File: config.mk
export PLATFORM = sky130hd
export DESIGN_NAME = mchan_down_timer
export DESIGN_NICKNAME = d
export VERILOG_FILES = /design/src/rtl/mchan_down_timer.sv
export SDC_FILE = /design/constraint.sdc
export NUM_CORES = 1
export LEC_CHECK = 0
export BUFFER_PORTS_ARGS = -buffer_cell sky130_fd_sc_hd__buf_2
export CORE_MARGIN = 2
export CORE_UTILIZATION = 56
export DETAILED_ROUTE_END_ITERATION = 7
export PLACE_DENSITY = 0.85
export SLEW_MARGIN = 20
export SYNTH_ARGS = -nofsm -noshare
export SYNTH_HDL_FRONTEND = slang
export SYNTH_SLANG_ARGS = --single-unit
File: constraint.sdc
create_clock -name clk -period 2.19 [get_ports clk]
set_input_delay 0.219 -clock clk [delete_from_list [all_inputs] [get_ports clk]]
set_output_delay 0.219 -clock clk [all_outputs]
set_load 0.02 [all_outputs]
File: src/rtl/mchan_down_timer.sv
module mchan_down_timer #(
  parameter int NUM_CH = 3,
  parameter int DW     = 32
) (
  input  logic              clk,
  input  logic              rst_n,
  input  logic              bus_sel,
  input  logic              bus_wr,
  input  logic [7:0]        bus_addr,
  input  logic [DW-1:0]     bus_wdata,
  output logic [DW-1:0]     bus_rdata,
  output logic [NUM_CH-1:0] irq
);
  localparam logic [3:0] OFS_CST = 4'h0;
  localparam logic [3:0] OFS_CNT = 4'h4;
  localparam logic [3:0] OFS_CTL = 4'h8;

  logic [NUM_CH-1:0]         run_q, flg_q, ie_q, tick, unf;
  logic [NUM_CH-1:0][2:0]    psc_q;
  logic [NUM_CH-1:0][7:0]    pre_q;
  logic [NUM_CH-1:0][DW-1:0] cst_q, cnt_q;
  logic                      wr_any;

  function automatic logic [7:0] div_mask(input logic [1:0] code);
    return 8'((4 << (2 * int'(code))) - 1);
  endfunction

  function automatic logic hit(input logic [7:0] a, input int n, input logic [3:0] ofs);
    return (a[7:4] == 4'(n + 1)) && (a[3:0] == ofs);
  endfunction

  assign wr_any = bus_sel & bus_wr;
  assign irq    = flg_q & ie_q;

  always_comb begin
    for (int n = 0; n < NUM_CH; n++) begin
      tick[n] = run_q[n] && ((pre_q[n] & div_mask(psc_q[n][1:0])) == div_mask(psc_q[n][1:0]));
      unf[n]  = tick[n] && (cnt_q[n] == '0);
    end
  end

  always_ff @(posedge clk or negedge rst_n) begin
    if (!rst_n) begin
      run_q <= '0;
      flg_q <= '0;
      ie_q  <= '0;
      psc_q <= '0;
      pre_q <= '0;
      cst_q <= '0;
      cnt_q <= '0;
    end else begin
      if (wr_any && bus_addr == 8'h00) run_q <= bus_wdata[NUM_CH-1:0];
      for (int n = 0; n < NUM_CH; n++) begin
        pre_q[n] <= run_q[n] ? pre_q[n] + 8'd1 : 8'd0;
        if (wr_any && hit(bus_addr, n, OFS_CST)) cst_q[n] <= bus_wdata;
        if (wr_any && hit(bus_addr, n, OFS_CNT)) cnt_q[n] <= bus_wdata;
        else if (unf[n])                         cnt_q[n] <= cst_q[n];
        else if (tick[n])                        cnt_q[n] <= cnt_q[n] - DW'(1);
        if (wr_any && hit(bus_addr, n, OFS_CTL)) begin
          psc_q[n] <= bus_wdata[2:0];
          ie_q[n]  <= bus_wdata[5];
        end
        if (unf[n])                                                  flg_q[n] <= 1'b1;
        else if (wr_any && hit(bus_addr, n, OFS_CTL) && !bus_wdata[8]) flg_q[n] <= 1'b0;
      end
    end
  end

  always_comb begin
    bus_rdata = '0;
    if (bus_sel && !bus_wr) begin
      if (bus_addr == 8'h00) bus_rdata[NUM_CH-1:0] = run_q;
      for (int n = 0; n < NUM_CH; n++) begin
        if (hit(bus_addr, n, OFS_CST)) bus_rdata = cst_q[n];
        if (hit(bus_addr, n, OFS_CNT)) bus_rdata = cnt_q[n];
        if (hit(bus_addr, n, OFS_CTL)) bus_rdata = DW'({flg_q[n], 2'b00, ie_q[n], 2'b00, psc_q[n]});
      end
    end
  end
endmodule

==> flow_metrics.env, run 1 <==
export IMPL_cap_violations=0
export IMPL_grt_pass1_wl_mm=88.14
export IMPL_drv_slew=0
export IMPL_cts_sinks=234
export IMPL_cts_tree="built"
export IMPL_critPathKind="reg2reg"
export IMPL_rsz0062_at_grt="yes"
export IMPL_multi_input_area_sq_um=9483
export IMPL_p_leak_nw=8.911
export IMPL_die_width_um=163.3
export IMPL_setup_viol=120
export IMPL_reg2reg_depth=8
export IMPL_drive_gt1_share_pct=47.37
export IMPL_regArea_sq_um=5862
export IMPL_syn_num_nets=1551
export IMPL_fin_hold_ws_ps=21.19
export IMPL_final_area_sq_um=20700
export IMPL_status="finished with violations"
export IMPL_critPathCaptureType="register"
export IMPL_synth_most_common_cell="dfrtp_1"
export IMPL_io_pin_count=79
export IMPL_maxSlewHeadroom_pct=56.05
export IMPL_crit_required_ps=2700
export IMPL_timing_final_crit_share_pct=114.1
export IMPL_drt_total_wl_mm=65.64
export IMPL_synth_top_area_share_pct=41.20
export IMPL_ys_top_cells_by_area="dfrtp_1 (41%), mux2_2 (9.0%), a22oi_1 (4.0%)"
export IMPL_ir_worst_vdd_v=0.0005954
export IMPL_max_freq_ghz=0.4002
export IMPL_ys_ff_latch=234
export IMPL_dp_hpwl_mm=38.35
export IMPL_cp_max_fo=7
export IMPL_gr_total_overflow=0
export IMPL_area_growth_pct=45.63
export IMPL_dr_pass1_iters=8
export IMPL_cts_inserted_buffers=27
export IMPL_clk_latency_ps=560
export IMPL_finalClockSkew_ps=19.74
export IMPL_via_count=16320
export IMPL_row_count=58
export IMPL_grt_start_max_net_pins=66
export IMPL_hold_class="in2reg"
export IMPL_n_fill_cell=1306
export IMPL_portBuffers=78
export IMPL_synth_cell_types=77
export IMPL_synth_edf_count=0
export IMPL_min_path_cells=3
export IMPL_setup_ws_ps=-309.0
export IMPL_timing_setup_tns_ps=-14900
export IMPL_die_h_um=163.3
export IMPL_p_total_mw=10.36
export IMPL_hold_violations=0
export IMPL_cts_path_max_buffers=3
export IMPL_core_area_sq_um=25040
export IMPL_antenna_found_initial=2
export IMPL_gp_congestion=1.059
export IMPL_cts_clk_slew_worst_paths_ps=60
export IMPL_start_util_pct=56.77
export IMPL_async_flop_share_pct=100.0
export IMPL_netlist_instances=1498
export IMPL_ys_flop_type="dfrtp_1"
export IMPL_track_usage_pct=43.40
export IMPL_via_per_inst=7.429
export IMPL_powerDensity_nw_per_um2=500.6
export IMPL_tightest_slew_ps=653.3
export IMPL_drcViolationCount=2
export IMPL_dpl_instance_area_sq_um=17290
export IMPL_synth_area_sq_um=14210
export IMPL_cts_root_buffer="clkbuf_16"
export IMPL_avgSynthCellArea_sq_um=9.488
export IMPL_pre_cts_ws_ps=-264.3
export IMPL_wire_per_inst_um=29.89
export IMPL_yosysTopAreaCell="dfrtp_1"
export IMPL_nets=1903
export IMPL_htree_levels=1
export IMPL_die_area_sq_um=26670
export IMPL_startpoint_type="register"
export IMPL_synth_warning_count=0
export IMPL_ys_seq_area_share_pct=41.20
export IMPL_layout_min_cycle_time_ps=2499
export IMPL_worstPathArrival_ps=3010
export IMPL_first_iter_violations=2605
export IMPL_yosys_top_cells_count="dfrtp_1 (234), mux2_2 (114), nor2_1 (110), nand2_1 (89), o21ai_0 (85)"
export IMPL_ant_nets=0
export IMPL_grt_pass1_vias=15170
export IMPL_violations="design-rule violations, negative setup slack"
==> critical path, stage by stage (launching register included) <==
cell and delay, ps:
dfrtp_2 490, nor4_4 430, buf_4 200, and4_4 270, nand4_4 260, buf_4 230, buf_6 130, a211oi_1 250
a221o_1 160
==> metal layers <==
metal / track usage, % / share of wire [%]
met1: 56.90 / 33
met2: 67.63 / 43
met3: 10.56 / 15
met4: 21.00 / 9.0
met5: 0 / 0
==> layout by cell type, fill, tap and decap left out, drive strengths merged, types with 51 or more instances in the layout <==
cell type,instances
o21ai,86
xnor2,51
nor3,56
dfrtp,234
a21oi,69
mux2,114
nand2,89
a22oi,76
nor2,112
buf,429
==> final timing paths <==
check	start	endpoint	slack, ps
worst max-delay path	cnt_q[13]	cnt_q[10]	-310
worst min-delay path	bus_wdata[27]	cnt_q[91]	20
worst max register to register	cnt_q[13]	cnt_q[10]	-310
worst min register to register	pre_q[0]	pre_q[0]	490
max in group asynchronous	rst_n	cnt_q[13]	1160
min in group asynchronous	rst_n	pre_q[16]	220
==> registers in the layout, summed over array words and instances, names as in the netlist <==
register,flops
flg_q,3
cst_q,96
ie_q,3
cnt_q,96
run_q,3
psc_q,9
pre_q,24
==> report_power, final <==
| group | total (mW) | internal, mW | switching [mW] |
|---|---|---|---|
| registers | 4.58 | 4.44 | 0.140 |
| clock network | 4.43 | 2.53 | 1.89 |
| logic | 1.36 | 0.559 | 0.799 |
==> stage by stage <==
stage | util, % | cells
floorplan | - | 1498
global placement | 69.06 | 2066
detailed placement | 69.06 | 2066
CTS | 77.71 | 2161
global route | 82.67 | 2195
finish | 82.68 | 2196
==> cell families after synthesis <==
kind of cell / share of synthesized area, %
compound gates: 21.64
xor+xnor: 4.930
fa+ha+maj: 0.7923
buf+inv: 3.512
flops: 41.20
mux: 10.09
simple gates: 17.84
==> repair_timing <==
action,CTS,global route
endpoints found under the hold margin,58,0
gates cloned,12,10
gates resized for setup,178,260
buffers inserted,40,29
pin swaps,76,104
endpoints found under the setup margin,112,117
hold buffers,1,0
==> final cells by class <==
type / instances / share of cell area, %
clock inverters: 3 / 0.1028
flip-flops and latches: 234 / 28.32
multi-input cells: 1139 / 45.81
inverters: 11 / 0.2116
well taps: 330 / 1.995
clock buffers: 40 / 3.935
repair buffers: 437 / 19.60
diodes: 2 / 0.02418
(Power assumes the default switching activity.)
==> run 2: changes to the inputs <==
--- a/config.mk
+++ b/config.mk
@@ -10,6 +10,7 @@
 export CORE_UTILIZATION = 56
 export DETAILED_ROUTE_END_ITERATION = 7
 export PLACE_DENSITY = 0.85
+export REMOVE_ABC_BUFFERS = 1
 export SLEW_MARGIN = 20
 export SYNTH_ARGS = -nofsm -noshare
 export SYNTH_HDL_FRONTEND = slang
==> flow_metrics.env, run 2 (synthesis results as in run 1) <==
export IMPL_dr_pass1_iters=8
export IMPL_dpl_instance_area_sq_um=17090
export IMPL_cts_sinks=234
export IMPL_p_total_mw=10.80
export IMPL_max_freq_ghz=0.3931
export IMPL_die_area_sq_um=26670
export IMPL_top_regs="cnt_q (96), cst_q (96), pre_q (24)"
export IMPL_grt_pass1_wl_mm=89.44
export IMPL_via_per_inst=7.532
export IMPL_die_h_um=163.3
export IMPL_finalClockSkew_ps=20.70
export IMPL_status="finished with violations"
export IMPL_cts_tree="built"
export IMPL_drt_total_wl_mm=65.66
export IMPL_cts_root_buffer="clkbuf_16"
export IMPL_gp_congestion=1.038
export IMPL_grt_pass1_vias=15500
export IMPL_layout_common_cells="buf_4 (296), dfrtp_1 (228), mux2_2 (112)"
export IMPL_setup_viol=102
export IMPL_hold_class="in2reg"
export IMPL_timing_setup_tns_ps=-12820
export IMPL_htree_levels=1
export IMPL_critical_path_top_delay_family="simple AND/OR/NAND/NOR gates"
export IMPL_critPathCaptureType="register"
export IMPL_row_count=58
export IMPL_setup_ws_ps=-354.0
export IMPL_core_area_sq_um=25040
export IMPL_path_common_cell="buf_4"
export IMPL_nets=1911
export IMPL_p_leak_nw=8.943
export IMPL_max_stage_delay_ps=490
export IMPL_layout_cells_most_common="buf_4"
export IMPL_cp_slowest_cell="or4_4"
export IMPL_die_width_um=163.3
export IMPL_crit_buf_inv=3
export IMPL_hold_violations=0
export IMPL_layout_min_cycle_time_ps=2544
export IMPL_portBuffers=78
export IMPL_antenna_found_initial=3
export IMPL_rsz0062_at_grt="yes"
export IMPL_clk_latency_ps=570
export IMPL_grt_start_max_net_pins=65
export IMPL_ant_nets=0
export IMPL_drive_gt1_share_pct=46.56
export IMPL_maxSlewHeadroom_pct=61.56
export IMPL_path_cells="buf_4 > nor4_4 > buf_4 > nand2b_1 > buf_4 > or4_4 > xor2_1 > a211oi_2 > o21a_1"
export IMPL_io_pin_count=79
export IMPL_crit_required_ps=2690
export IMPL_cp_max_fo=6
export IMPL_tightest_slew_ps=572.2
export IMPL_cts_inserted_buffers=27
export IMPL_drv_slew=0
export IMPL_cts_path_max_buffers=3
export IMPL_powerDensity_nw_per_um2=521.9
export IMPL_ir_worst_vdd_v=0.0006284
export IMPL_area_growth_pct=45.54
export IMPL_cts_clk_slew_worst_paths_ps=70
export IMPL_violations="design-rule violations, negative setup slack"
export IMPL_cap_violations=0
export IMPL_via_count=16650
export IMPL_drcViolationCount=8
export IMPL_first_iter_violations=3253
export IMPL_gr_total_overflow=0
export IMPL_final_area_sq_um=20690
export IMPL_worstPathArrival_ps=3040
export IMPL_rrSetupSlack_ps=-350
export IMPL_critPathKind="reg2reg"
export IMPL_dp_hpwl_mm=37.88
export IMPL_track_usage_pct=43.81
export IMPL_wire_per_inst_um=29.71
export IMPL_start_util_pct=56.77
export IMPL_timing_final_crit_share_pct=116.2
export IMPL_startpoint_type="register"
run 2: metal layers:
layer | up-vias | global-route usage [%] | wire length [um]
li1 | 6404 | - | -
met1 | 7773 | 54.31 | 21170
met2 | 1750 | 67.66 | 27790
met3 | 717 | 12.42 | 9937
met4 | 2 | 27.27 | 6729
met5 | - | 0 | 23
run 2: path summary, 6_finish.rpt:
check                                   start        end  cells after the start
worst max-delay path                cnt_q[42]  cnt_q[48]                      9
min in group asynchronous               rst_n  pre_q[20]                      2
worst min register to register       pre_q[0]   pre_q[0]                      1
worst min-delay path            bus_wdata[25]  cnt_q[57]                      3
worst max register to register      cnt_q[42]  cnt_q[48]                      9
max in group asynchronous               rst_n  cnt_q[50]                      3
run 2: power breakdown:
| group | total, mW | switching [mW] | leakage (nW) | internal [mW] |
|---|---|---|---|---|
| sequential | 4.57 | 0.139 | 3.15 | 4.44 |
| combinational | 1.35 | 0.788 | 5.33 | 0.560 |
| clock | 4.87 | 1.98 | 0.463 | 2.89 |
run 2: layout make-up:
class / instances / area [sq um]
flip-flops and latches: 234 / 5863
multi-input cells: 1139 / 9323
fillers: 1201 / 4350
clock inverters: 15 / 187.7
repair buffers: 445 / 4098
clock buffers: 33 / 748.2
inverters: 11 / 46.29
well taps: 330 / 412.9
diodes: 3 / 7.507
run 2: stage by stage:
step | utilization (%) | setup slack [ps] | hold slack, ps | std cells
2_1_floorplan | - | -3235 | -76.59 | 1384
3_3_place_gp | 68.26 | -425.0 | 195.9 | 2085
3_5_place_dp | 68.26 | -363.8 | 207.8 | 2085
4_1_cts | 78.58 | -228.5 | 9.854 | 2186
5_1_grt | 82.59 | -365.3 | 38.25 | 2207
6_report | 82.62 | -354.0 | 16.96 | 2210
run 2: worst register-to-register path, cell delays in order (launching register included):
cell	delay [ps]
dfrtp_2	480
buf_4	180
nor4_4	270
buf_4	160
nand2b_1	90
buf_4	200
or4_4	490
xor2_1	160
a211oi_2	270
o21a_1	170
run 2: what timing repair did:
| action | CTS | global route |
|---|---|---|
| setup buffers | 42 | 28 |
| endpoints found under the setup margin | 119 | 126 |
| cloned | 13 | 4 |
| pin swaps | 100 | 105 |
| hold endpoints to repair | 60 | 0 |
| hold buffers | 2 | 0 |
| resized for setup | 253 | 216 |
